File: src/rtl/lg_pkg.sv
package lg_pkg;

  typedef enum logic [1:0] {
    LG_OFF  = 2'd0,
    LG_ON   = 2'd1,
    LG_HOLD = 2'd2
  } lg_state_e;

endpackage

File: src/rtl/lg_tick_gen.sv
// Millisecond tick prescaler; restarts its phase on clr_i so that every
// timing window begins on an exact millisecond boundary.
module lg_tick_gen #(
  parameter int unsigned TICK_DIV = 200000
) (
  input  logic clk,
  input  logic rst_n,
  input  logic clr_i,
  output logic tick_o
);

  generate
    if (TICK_DIV <= 1) begin : g_passthru
      assign tick_o = 1'b1;
    end else begin : g_div
      localparam int unsigned CW = $clog2(TICK_DIV);
      localparam logic [CW-1:0] LAST = CW'(TICK_DIV - 1);
      logic [CW-1:0] cnt_q;

      always_ff @(posedge clk or negedge rst_n) begin
        if (!rst_n)              cnt_q <= '0;
        else if (clr_i)          cnt_q <= '0;
        else if (cnt_q == LAST)  cnt_q <= '0;
        else                     cnt_q <= cnt_q + 1'b1;
      end

      assign tick_o = (cnt_q == LAST);
    end
  endgenerate

endmodule

File: src/rtl/lg_window.sv
// Counts millisecond ticks since the last clear and reports when the
// programmed limit is reached. done is sticky until the next clear.
module lg_window #(
  parameter int unsigned LIM_W = 8
) (
  input  logic             clk,
  input  logic             rst_n,
  input  logic             clr_i,
  input  logic             tick_i,
  input  logic [LIM_W-1:0] limit_i,
  output logic             done_o
);

  logic [LIM_W-1:0] cnt_q;
  logic             done_q;
  logic [LIM_W-1:0] lim_eff;
  logic [LIM_W:0]   cnt_nxt;
  logic             hit;

  assign lim_eff = (limit_i == '0) ? {{(LIM_W-1){1'b0}}, 1'b1} : limit_i;
  assign cnt_nxt = {1'b0, cnt_q} + {{LIM_W{1'b0}}, 1'b1};
  assign hit     = tick_i && !done_q && (cnt_nxt >= {1'b0, lim_eff});

  always_ff @(posedge clk or negedge rst_n) begin
    if (!rst_n) begin
      cnt_q  <= '0;
      done_q <= 1'b1;
    end else if (clr_i) begin
      cnt_q  <= '0;
      done_q <= 1'b0;
    end else begin
      if (tick_i && (cnt_q != '1)) cnt_q <= cnt_q + 1'b1;
      if (hit)                     done_q <= 1'b1;
    end
  end

  assign done_o = done_q || hit;

endmodule

File: src/rtl/lg_ctrl.sv
// Drive state machine: on, off, and forced-off hold after an on-time cap.
module lg_ctrl
  import lg_pkg::*;
(
  input  logic clk,
  input  logic rst_n,
  input  logic req_i,
  input  logic on_en_i,
  input  logic off_en_i,
  input  logic win_done_i,
  output logic clr_o,
  output logic drive_o
);

  lg_state_e st_q, st_d;

  always_comb begin
    st_d = st_q;
    case (st_q)
      LG_OFF:  if (req_i && (!off_en_i || win_done_i)) st_d = LG_ON;
      LG_ON:   if (!req_i)                             st_d = LG_OFF;
               else if (on_en_i && win_done_i)         st_d = LG_HOLD;
      LG_HOLD: if (!req_i)                             st_d = LG_OFF;
      default:                                         st_d = LG_OFF;
    endcase
  end

  always_ff @(posedge clk or negedge rst_n) begin
    if (!rst_n) st_q <= LG_OFF;
    else        st_q <= st_d;
  end

  assign clr_o   = (st_d == LG_ON) != (st_q == LG_ON);
  assign drive_o = (st_q == LG_ON);

endmodule

File: src/rtl/light_guard.sv
module light_guard #(
  parameter int unsigned TICK_DIV = 200000,
  parameter int unsigned LIM_W    = 8
) (
  input  logic             clk,
  input  logic             rst_n,
  input  logic             req_i,
  input  logic [LIM_W-1:0] on_limit_i,
  input  logic [LIM_W-1:0] off_limit_i,
  input  logic             on_chk_en_i,
  input  logic             off_chk_en_i,
  output logic             drive_o
);

  logic clr;
  logic tick;
  logic win_done;
  logic [LIM_W-1:0] act_limit;

  // The window serves the on-time while driving, the off-time otherwise.
  assign act_limit = drive_o ? on_limit_i : off_limit_i;

  lg_tick_gen #(.TICK_DIV(TICK_DIV)) tick_i (
    .clk    (clk),
    .rst_n  (rst_n),
    .clr_i  (clr),
    .tick_o (tick)
  );

  lg_window #(.LIM_W(LIM_W)) win_i (
    .clk     (clk),
    .rst_n   (rst_n),
    .clr_i   (clr),
    .tick_i  (tick),
    .limit_i (act_limit),
    .done_o  (win_done)
  );

  lg_ctrl ctrl_i (
    .clk        (clk),
    .rst_n      (rst_n),
    .req_i      (req_i),
    .on_en_i    (on_chk_en_i),
    .off_en_i   (off_chk_en_i),
    .win_done_i (win_done),
    .clr_o      (clr),
    .drive_o    (drive_o)
  );

endmodule

File: config.mk
export PLATFORM = sky130hd
export DESIGN_NAME = light_guard
export DESIGN_NICKNAME = d
export VERILOG_FILES = /design/src/rtl/lg_pkg.sv /design/src/rtl/lg_tick_gen.sv /design/src/rtl/lg_window.sv /design/src/rtl/lg_ctrl.sv /design/src/rtl/light_guard.sv
export SDC_FILE = /design/constraint.sdc
export NUM_CORES = 1
export LEC_CHECK = 0
export ABC_AREA = 1
export BUFFER_PORTS_ARGS = -buffer_cell sky130_fd_sc_hd__buf_2
export CAP_MARGIN = 40
export CELL_PAD_IN_SITES_DETAIL_PLACEMENT = 0
export CELL_PAD_IN_SITES_GLOBAL_PLACEMENT = 1
export CORE_MARGIN = 2
export CORE_UTILIZATION = 44
export DETAILED_ROUTE_END_ITERATION = 10
export GPL_TIMING_DRIVEN = 0
export PLACE_DENSITY = 0.82
export SETUP_SLACK_MARGIN = 0.1
export SYNTH_ARGS = -nofsm -noshare
export SYNTH_HDL_FRONTEND = slang
export SYNTH_SLANG_ARGS = --single-unit
File: constraint.sdc
create_clock -name clk -period 2.89 [get_ports clk]
set_clock_uncertainty 0.1 [all_clocks]
set_input_delay 0.4335 -clock clk [delete_from_list [all_inputs] [get_ports clk]]
set_output_delay 0.4335 -clock clk [all_outputs]
set_load 0.01 [all_outputs]
==> results.sh, run 1 <==
export IMPL_ys_seq_area_frac=0.370
export IMPL_drive_above_1_share=0.369
export IMPL_vias_per_cell=4.95
export IMPL_maxSlewViolCount=0
export IMPL_r2r_start="ctrl_i.st_q[0]"
export IMPL_antenna_found_initial=0
export IMPL_htreeDepth=2
export IMPL_track_usage=0.172
export IMPL_worstPathArrival_ns=2.96
export IMPL_dieHeight_um=70.9
export IMPL_max_freq_ghz=0.345
export IMPL_wire_per_inst_um=12.3
export IMPL_crit_slowest_cell="dfrtp_1"
export IMPL_regArea_um2=727
export IMPL_worstSetupStartpoint="ctrl_i.st_q[0]"
export IMPL_synth_fp_nets=269
export IMPL_relSlewSlack=0.568
export IMPL_ff2ff_path_depth=22
export IMPL_grt_max_degree=30
export IMPL_cp_top_family="simple AND/OR/NAND/NOR gates"
export IMPL_fin_crit_sh=1.00
export IMPL_status="complete, but fails checks"
export IMPL_start_util=0.455
export IMPL_synth_area_um2=1970
export IMPL_cts_sinks=29
export IMPL_worst_slew_pin_slew_ns=0.648
export IMPL_antennaDiodeCount=0
export IMPL_cp_slowest_stage_delay_ns=0.37
export IMPL_rsz0062_at_grt="true"
export IMPL_drv_cap=0
export IMPL_grt_pass1_wl_mm=6.81
export IMPL_num_nets_final=317
export IMPL_cp_data_required_time_ns=2.95
export IMPL_dp_hpwl_mm=2.83
export IMPL_dieArea_um2=5020
export IMPL_syn_area_per_cell_um2=8.26
export IMPL_syn_to_final_growth_pct=33.2
export IMPL_clkTransAtPathRegs_ns=0.07
export IMPL_fin_crit_ns=2.90
export IMPL_clk_latency_ns=0.28
export IMPL_worstSetupStartpointType="flip-flop"
export IMPL_cts_inserted_buffers=5
export IMPL_fill_cells=405
export IMPL_clockBufferDepth=2
export IMPL_num_rows=24
export IMPL_critPathMaxFanout=7
export IMPL_p_per_area_nw_per_um2=408
export IMPL_drc=0
export IMPL_p_total_w=0.00107
export IMPL_drt_total_wl_mm=4.18
export IMPL_crit_cells=22
export IMPL_die_w_um=70.9
export IMPL_portBuffers=21
export IMPL_cts_hold_buf=0
export IMPL_num_vias=1677
export IMPL_ant_nets=0
export IMPL_drtPass1Iterations=4
export IMPL_syn_inst=238
export IMPL_cp_endpoint="tick_i.g_div.cnt_q[7]"
export IMPL_path_buf_inv=4
export IMPL_synthFlopType="dfrtp_1"
export IMPL_r2r_end="tick_i.g_div.cnt_q[7]"
export IMPL_gp_congestion=0.765
export IMPL_leakage_nw=1.19
export IMPL_worstSetupPathType="reg2reg"
export IMPL_grt_overflow=0
export IMPL_yosys_warnings=0
export IMPL_io_pins=22
export IMPL_synthDistinctLibCells=32
export IMPL_setup_slack_ns=-0.00508
export IMPL_critPathMostFrequentCell="nand2_1"
export IMPL_multiInputGateArea_um2=1260
export IMPL_endpoint_kind="flip-flop"
export IMPL_tns_ns=-0.00635
export IMPL_cts_root_buf="clkbuf_8"
export IMPL_setup_viol=2
export IMPL_hold_class="in2async"
export IMPL_drt_iter0_drc=72
export IMPL_r2r_setup_slack_ns=-0.005
export IMPL_coreArea_um2=4320
export IMPL_synth_edff_count=0
export IMPL_async_flop_share=1.00
export IMPL_grt_pass1_vias=1536
export IMPL_peakVddDrop_mv=0.293
export IMPL_path_cells="inv_2 -> nor2_4 -> buf_12 -> mux2i_4 -> nand4_1 -> o22ai_2 -> ha_1 -> inv_1 -> nand2_1 -> nand3_1 -> nand3_1 -> nand2_1 -> nand2_1 -> nand2_1 -> nand2_1 -> nand2_2 -> nand3_2 -> nand2_2 -> nand3_4 -> nand2_8 -> clkbuf_16 -> nor2_2"
export IMPL_hold_viol=0
export IMPL_cts_tree="built"
export IMPL_violations="negative setup slack"
export IMPL_synth_ff_latch_count=29
## cell usage after synthesis (all sizes together), types with 3 or more instances
library cell | n | area (um2)
nand4 | 7 | 43.8
nand3 | 21 | 120
nor2 | 42 | 215
o21ai | 8 | 40.0
dfrtp | 28 | 701
ha | 10 | 125
inv | 33 | 124
xor2 | 10 | 87.6
nor3 | 4 | 35.0
nand2 | 42 | 173
buf | 3 | 37.5
mux2i | 10 | 100
a21oi | 4 | 20.0
## cells in the final DEF, fill, tap and decap left out, types with 3 or more instances in the layout
cell type	instances
a21oi_1	4
buf_12	3
buf_2	21
buf_4	16
clkbuf_8	5
dfrtp_1	28
ha_1	10
inv_1	31
mux2i_1	3
mux2i_4	5
nand2_1	36
nand2_2	5
nand3_1	17
nand3_2	3
nand4_1	7
nor2_1	14
nor2_2	14
nor2_4	14
nor3_2	3
o21ai_0	7
xor2_1	10
## cell type report
cell class,count,share of cell area
clock buffer,6,0.0277
tap,52,0.0248
sequential,29,0.277
buffer,3,0.0229
multi-input combinational,173,0.482
inverter,33,0.0473
timing repair buffer,41,0.114
clock inverter,2,0.00382
## state kept, by name, summed over array words and instances, names as in the netlist
name and count:
win_i.done_q 1, win_i.cnt_q 8, ctrl_i.st_q 2, tick_i.g_div.cnt_q 18
## timing repair
item	CTS	global route
gates cloned	1	2
setup buffers	13	4
gates resized for setup	18	30
endpoints found under the setup margin	27	29
pin swaps	1	9
endpoints found under the hold margin	0	0
## stage by stage
| step | setup WS (ns) | cell area, um2 | utilization | cells | hold WS (ns) |
|---|---|---|---|---|---|
| finish | -0.00508 | 2620 | 0.606 | 339 | 0.0754 |
| global route | -0.296 | 2620 | 0.606 | 339 | 0.127 |
| CTS | 0.0343 | 2410 | 0.556 | 333 | 0.0999 |
| detailed placement | -0.193 | 2140 | 0.494 | 311 | 0.403 |
| global placement | -0.164 | 2140 | 0.494 | 311 | 0.398 |
| floorplan | 0.251 | 1970 | - | 238 | 0.0379 |
## worst min-delay path by stage
stage                              to
5_1_grt         tick_i.g_div.cnt_q[5]
3_5_place_dp   tick_i.g_div.cnt_q[10]
6_report       tick_i.g_div.cnt_q[10]
2_1_floorplan          ctrl_i.st_q[0]
3_3_place_gp   tick_i.g_div.cnt_q[10]
4_1_cts        tick_i.g_div.cnt_q[10]
## logic make-up after synthesis
logic type / count (synthesis) / share of synthesized area
muxes: 10 / 0.0509
DFF: 29 / 0.370
xor gates and xnor gates: 12 / 0.0534
AOI/OAI and AO/OA: 18 / 0.0522
and+or+nand+nor: 123 / 0.328
buffers and inverters: 36 / 0.0821
adders and majority gates: 10 / 0.0636
## power breakdown
group / internal [W] / total [W] / switching, W
Sequential: 0.000427 / 0.000447 / 0.0000205
Clock: 0.000167 / 0.000328 / 0.000161
Combinational: 0.000153 / 0.000294 / 0.000141
Total: 0.000746 / 0.00107 / 0.000323
## per-layer routing
layer	vias to the layer above	part of all wire	GRT usage
met3	2	0.021	0.0385
met2	18	0.49	0.254
li1	868	-	-
met1	789	0.48	0.249
met5	-	0	0
met4	0	0.0072	0.0566
No activity file was read; power rests on OpenSTA's default activity.
==> run 2, diff against run 1 <==
--- a/config.mk
+++ b/config.mk
@@ -11,10 +11,10 @@
 export CELL_PAD_IN_SITES_DETAIL_PLACEMENT = 0
 export CELL_PAD_IN_SITES_GLOBAL_PLACEMENT = 1
 export CORE_MARGIN = 2
-export CORE_UTILIZATION = 44
+export CORE_UTILIZATION = 47
 export DETAILED_ROUTE_END_ITERATION = 10
 export GPL_TIMING_DRIVEN = 0
-export PLACE_DENSITY = 0.82
+export PLACE_DENSITY = 0.86
 export SETUP_SLACK_MARGIN = 0.1
 export SYNTH_ARGS = -nofsm -noshare
 export SYNTH_HDL_FRONTEND = slang
==> constraint.sdc (replaced) <==
create_clock -name clk -period 3.4 [get_ports clk]
set_clock_uncertainty 0.1 [all_clocks]
set_input_delay 0.51 -clock clk [delete_from_list [all_inputs] [get_ports clk]]
set_output_delay 0.51 -clock clk [all_outputs]
set_load 0.01 [all_outputs]
==> results.sh, run 2 (synthesized netlist as in run 1, its figures left out) <==
export IMPL_status="finished clean"
export IMPL_path_buf_inv=3
export IMPL_cp_endpoint="tick_i.g_div.cnt_q[11]"
export IMPL_dp_hpwl_mm=2.83
export IMPL_wl_met3_um=93
export IMPL_final_util=0.566
export IMPL_hold_viol=0
export IMPL_cp_data_required_time_ns=3.46
export IMPL_track_usage=0.174
export IMPL_num_nets_final=298
export IMPL_drv_cap=0
export IMPL_antenna_found_initial=0
export IMPL_drtPass1Iterations=4
export IMPL_worstSetupPathType="reg2reg"
export IMPL_relSlewSlack=0.568
export IMPL_met1Wirelength_mm=1.91
export IMPL_htreeDepth=2
export IMPL_reg_top3="tick_i.g_div.cnt_q (18), win_i.cnt_q (8), ctrl_i.st_q (2)"
export IMPL_vias_per_cell=4.89
export IMPL_r2r_end="tick_i.g_div.cnt_q[11]"
export IMPL_peakVddDrop_mv=0.310
export IMPL_io_pins=22
export IMPL_syn_to_final_growth_pct=15.2
export IMPL_r2r_start="ctrl_i.st_q[1]"
export IMPL_cts_inserted_buffers=5
export IMPL_maxUsedRoutingLayer="met4"
export IMPL_grt_max_degree=30
export IMPL_ant_nets=0
export IMPL_cts_root_buf="clkbuf_8"
export IMPL_rsz0062_at_grt="false"
export IMPL_holdWs_ns=0.150
export IMPL_worstPathArrival_ns=3.09
export IMPL_largest_register_ffs=18
export IMPL_drive_above_1_share=0.272
export IMPL_r2r_setup_slack_ns=0.38
export IMPL_gp_congestion=0.784
export IMPL_critPathMostFrequentCell="nand2_1"
export IMPL_drt_total_wl_mm=3.69
export IMPL_max_freq_ghz=0.331
export IMPL_dieArea_um2=4720
export IMPL_wl_met2_mm=1.64
export IMPL_clkTransAtPathRegs_ns=0.06
export IMPL_setup_viol=0
export IMPL_drt_iter0_drc=49
export IMPL_hold_class="in2async"
export IMPL_cts_hold_buf=0
export IMPL_clockBufferDepth=2
export IMPL_cts_sinks=29
export IMPL_coreArea_um2=4000
export IMPL_num_rows=23
export IMPL_maxSlewViolCount=0
export IMPL_most_common_layout_cells="nand2_1 (38), inv_1 (33), dfrtp_1 (28)"
export IMPL_crit_slowest_cell="dfrtp_1"
export IMPL_crit_cells=21
export IMPL_cp_slowest_stage_delay_ns=0.39
export IMPL_endpoint_kind="flip-flop"
export IMPL_portBuffers=21
export IMPL_place_ws_ns=0.372
export IMPL_wire_per_inst_um=11.6
export IMPL_cts_tree="built"
export IMPL_critPathMaxFanout=10
export IMPL_die_w_um=68.7
export IMPL_cp_top_family="simple AND/OR/NAND/NOR gates"
export IMPL_drc=0
export IMPL_antennaDiodeCount=0
export IMPL_dieHeight_um=68.7
export IMPL_p_per_area_nw_per_um2=374
export IMPL_worstSetupStartpoint="ctrl_i.st_q[1]"
export IMPL_num_vias=1555
export IMPL_setup_slack_ns=0.377
export IMPL_worstSetupStartpointType="flip-flop"
export IMPL_regMostFlops="tick_i.g_div.cnt_q"
export IMPL_start_util=0.492
export IMPL_clk_latency_ns=0.28
export IMPL_fin_crit_ns=3.02
export IMPL_fin_crit_sh=0.889
export IMPL_leakage_nw=1.07
export IMPL_ff2ff_path_depth=21
export IMPL_path_cells="nor2_1 -> buf_6 -> mux2i_1 -> nand3_1 -> o22ai_1 -> ha_1 -> inv_1 -> nand2_1 -> nand3_1 -> nand3_1 -> nand2_1 -> nand2_1 -> nand2_1 -> nand2_1 -> nand2_1 -> nand3_1 -> nand2_2 -> nand3_2 -> nand2_4 -> buf_8 -> nor2_2"
export IMPL_tns_ns=0
export IMPL_grt_pass1_vias=1379
export IMPL_worst_slew_pin_slew_ns=0.648
export IMPL_final_common_cell="nand2_1"
export IMPL_grt_overflow=0
export IMPL_grt_pass1_wl_mm=6.09
==> run 2: area by class of cell <==
type | instances | area, um2
Buffer | 3 | 41.3
Fill cell | 402 | 1730
Tap cell | 50 | 62.6
Sequential cell | 29 | 727
Multi-Input combinational cell | 173 | 1100
Inverter | 33 | 124
Clock inverter | 1 | 5.00
Timing Repair Buffer | 22 | 113
Clock buffer | 7 | 96.3
==> run 2: how the worst min path moves through the flow <==
stage / start / endpoint / slack (ns) / depth (start not counted)
finish: rst_n / win_i.cnt_q[0] / 0.15 / 1
global route: rst_n / win_i.cnt_q[1] / 0.19 / 1
CTS: rst_n / tick_i.g_div.cnt_q[15] / 0.17 / 1
detailed placement: ctrl_i.st_q[0] / ctrl_i.st_q[1] / 0.45 / 3
global placement: ctrl_i.st_q[0] / ctrl_i.st_q[1] / 0.44 / 3
floorplan: rst_n / ctrl_i.st_q[0] / 0.11 / 0
==> run 2: per-stage QoR <==
| step | area, um2 | total power [W] | instances |
|---|---|---|---|
| detailed placement | 2130 | 0.000535 | 309 |
| floorplan | 1970 | 0.000494 | 238 |
| CTS | 2240 | 0.000849 | 317 |
| finish | 2270 | 0.000847 | 318 |
| global placement | 2130 | 0.000531 | 309 |
| global route | 2270 | 0.000899 | 318 |
==> run 2: power breakdown <==
| part | switching (W) | internal [W] | total (W) |
|---|---|---|---|
| registers | 0.0000170 | 0.000363 | 0.000380 |
| clock network | 0.000128 | 0.000182 | 0.000311 |
| logic | 0.0000856 | 0.0000704 | 0.000156 |
| total | 0.000231 | 0.000616 | 0.000847 |
==> run 2: metal layers <==
| metal | track usage | vias up |
|---|---|---|
| met1 | 0.242 | 707 |
| met2 | 0.254 | 13 |
| met4 | 0.0735 | 0 |
| met3 | 0.0487 | 7 |
| li1 | - | 828 |
| met5 | 0 | - |
==> run 2: what timing repair did <==
action	4_1_cts	5_1_grt
resized for setup	0	6
buffers inserted	0	1
setup endpoints to repair	0	18
==> run 3, diff against run 2 <==
--- a/config.mk
+++ b/config.mk
@@ -10,12 +10,13 @@
 export CAP_MARGIN = 40
 export CELL_PAD_IN_SITES_DETAIL_PLACEMENT = 0
 export CELL_PAD_IN_SITES_GLOBAL_PLACEMENT = 1
-export CORE_MARGIN = 2
-export CORE_UTILIZATION = 47
+export CORE_MARGIN = 4
+export CORE_UTILIZATION = 46
 export DETAILED_ROUTE_END_ITERATION = 10
 export GPL_TIMING_DRIVEN = 0
-export PLACE_DENSITY = 0.86
+export PLACE_DENSITY = 0.87
 export SETUP_SLACK_MARGIN = 0.1
 export SYNTH_ARGS = -nofsm -noshare
 export SYNTH_HDL_FRONTEND = slang
+export SYNTH_HIERARCHICAL = 1
 export SYNTH_SLANG_ARGS = --single-unit
==> constraint.sdc (replaced) <==
create_clock -name clk -period 3.4 [get_ports clk]
set_clock_uncertainty 0.1 [all_clocks]
set_input_delay 0.51 -clock clk [delete_from_list [all_inputs] [get_ports clk]]
set_output_delay 0.51 -clock clk [all_outputs]
set_load 0.1 [all_outputs]
==> results.sh, run 3 <==
export IMPL_grt_pass1_vias=1597
export IMPL_final_cells=358
export IMPL_cp_data_required_time_ns=3.51
export IMPL_largest_register_ffs=18
export IMPL_fill_cells=397
export IMPL_die_w_um=73.7
export IMPL_clkTransAtPathRegs_ns=0.07
export IMPL_power_frac_comb=0.186
export IMPL_worst_slew_pin_slew_ns=0.667
export IMPL_dp_hpwl_mm=2.98
export IMPL_rsz0062_at_grt="false"
export IMPL_num_rows=23
export IMPL_vias_per_cell=4.83
export IMPL_intPower_w=0.000667
export IMPL_grt_overflow=0
export IMPL_worstSetupStartpointType="flip-flop"
export IMPL_ys_seq_area_frac=0.366
export IMPL_final_util=0.587
export IMPL_fin_crit_ns=3.02
export IMPL_syn_area_per_cell_um2=7.25
export IMPL_async_flop_share=1.00
export IMPL_fin_crit_sh=0.888
export IMPL_power_frac_clock=0.406
export IMPL_synth_common_cells="nand2_1 (77), inv_1 (42), dfrtp_1 (28), nor2_1 (28), nand3_1 (17)"
export IMPL_regMostFlops="tick_i/g_div.cnt_q"
export IMPL_drt_total_wl_mm=3.94
export IMPL_dp_cells=345
export IMPL_cts_tree="built"
export IMPL_cp_slowest_stage_delay_ns=0.40
export IMPL_status="finished clean"
export IMPL_synthFlopType="dfrtp_1"
export IMPL_cts_inserted_buffers=5
export IMPL_synth_fp_nets=305
export IMPL_peakVddDrop_mv=0.242
export IMPL_synth_edff_count=0
export IMPL_swShare=0.272
export IMPL_num_vias=1729
export IMPL_drv_cap=0
export IMPL_max_freq_ghz=0.331
export IMPL_gp_congestion=0.819
export IMPL_clockBufferDepth=2
export IMPL_clk_latency_ns=0.28
export IMPL_htreeDepth=2
export IMPL_coreArea_um2=4090
export IMPL_yosysTopAreaCell="dfrtp_1"
export IMPL_portBuffers=21
export IMPL_cts_sinks=29
export IMPL_leakage_nw=1.23
export IMPL_cts_hold_buf=0
export IMPL_switchingPower_w=0.000250
export IMPL_yosysMostFrequentCell="nand2_1"
export IMPL_synth_area_um2=1990
export IMPL_worstSetupPathType="reg2reg"
export IMPL_antenna_found_initial=0
export IMPL_critPathMostFrequentCell="nand2_1"
export IMPL_drc=0
export IMPL_hold_viol=0
export IMPL_endpoint_kind="flip-flop"
export IMPL_track_usage=0.165
export IMPL_synth_ff_latch_count=29
export IMPL_holdWs_ns=0.161
export IMPL_yosys_warnings=6
export IMPL_dieHeight_um=73.7
export IMPL_p_total_w=0.000917
export IMPL_hold_class="in2async"
export IMPL_drtPass1Iterations=4
export IMPL_seqPwrFrac=0.408
export IMPL_worstPathArrival_ns=3.13
export IMPL_syn_inst=274
export IMPL_reg_top3="tick_i/g_div.cnt_q (18), win_i/cnt_q (8), ctrl_i/st_q (2)"
export IMPL_relSlewSlack=0.556
export IMPL_dieArea_um2=5430
export IMPL_final_common_cell="nand2_1"
export IMPL_syn_to_final_growth_pct=20.7
export IMPL_critPathMaxFanout=9
export IMPL_wire_per_inst_um=11.0
export IMPL_num_nets_final=338
export IMPL_synthDistinctLibCells=27
export IMPL_drive_above_1_share=0.250
export IMPL_p_per_area_nw_per_um2=382
export IMPL_io_pins=22
export IMPL_maxSlewViolCount=0
export IMPL_grt_pass1_wl_mm=7.02
export IMPL_grt_max_degree=30
export IMPL_start_util=0.486
export IMPL_antennaDiodeCount=0
export IMPL_setup_viol=0
export IMPL_drt_iter0_drc=97
export IMPL_cts_root_buf="clkbuf_8"
export IMPL_tns_ns=0
export IMPL_ant_nets=0
export IMPL_synth_area_leaders="dfrtp_1 (35%), nand2_1 (15%), inv_1 (7.9%)"
export IMPL_crit_slowest_cell="dfrtp_2"
export IMPL_yosys_area_top_type_share=0.353
export IMPL_most_common_layout_cells="nand2_1 (71), inv_1 (39), dfrtp_1 (26)"
[run 3: layout make-up]
class / instances / area (um2) / area share
Tap cell: 50 / 62.6 / 0.0261
Clock buffer: 6 / 82.6 / 0.0344
Sequential cell: 29 / 729 / 0.304
Buffer: 2 / 25.0 / 0.0104
Multi-Input combinational cell: 198 / 1130 / 0.470
Timing Repair Buffer: 26 / 155 / 0.0647
Inverter: 45 / 179 / 0.0746
Clock inverter: 2 / 37.5 / 0.0157
[run 3: metrics by stage]
step | worst slack [ns] | instance area, um2
after floorplan | 0.0319 | 2030
after detailed placement | 0.170 | 2200
after CTS | 0.140 | 2320
final | 0.381 | 2400
after global placement | 0.176 | 2200
after global routing | 0.104 | 2400
[run 3: worst max-delay path: cells and delay by family (launching register included)]
family,cells,cell delay (ns)
AND/OR/NAND/NOR,19,1.48
AO/OA/AOI/OAI,1,0.20
buffers and inverters,6,0.54
flip-flops,1,0.40
adder cells (fa/ha/maj),1,0.22
[run 3: what timing repair did]
action / 4_1_cts / 5_1_grt
setup endpoints to repair: 0 / 23
buffers inserted: 0 / 5
resized for setup: 0 / 11
[run 3: worst paths after layout]
| check | from | end | slack [ns] | depth (start not counted) |
|---|---|---|---|---|
| max | ctrl_i/st_q[0] | tick_i/g_div.cnt_q[10] | 0.38 | 27 |
| min | rst_n | tick_i/g_div.cnt_q[2] | 0.16 | 1 |
| min reg2reg | tick_i/g_div.cnt_q[0] | tick_i/g_div.cnt_q[0] | 0.37 | 1 |
| max reg2reg | ctrl_i/st_q[0] | tick_i/g_div.cnt_q[10] | 0.38 | 27 |
| max in group asynchronous | rst_n | ctrl_i/st_q[1] | 2.57 | 1 |
| min in group clk | tick_i/g_div.cnt_q[0] | tick_i/g_div.cnt_q[0] | 0.37 | 1 |
[run 3: routing by layer]
| layer | global-route usage | wire length (um) | vias to the layer above |
|---|---|---|---|
| li1 | - | - | 930 |
| met2 | 0.239 | 1590 | 38 |
| met3 | 0.0328 | 160 | 4 |
| met1 | 0.239 | 2140 | 757 |
| met4 | 0.0644 | 50 | 0 |
| met5 | 0 | 0 | - |
[run 3: kinds of logic after synthesis]
kind of cell | Yosys count | share of synthesized area
fa+ha+maj | 10 | 0.0630
flops | 29 | 0.366
xor+xnor | 13 | 0.0573
buf+inv | 47 | 0.0926
simple gates | 157 | 0.367
compound gates | 18 | 0.0542
[run 3: power by group through the flow]
stage / clock network, W / logic [W] / registers, W
floorplan: 0 / 0.000114 / 0.000377
global placement: 0 / 0.000152 / 0.000380
detailed placement: 0 / 0.000154 / 0.000380
CTS: 0.000388 / 0.000155 / 0.000373
global route: 0.000403 / 0.000197 / 0.000375
finish: 0.000373 / 0.000170 / 0.000374
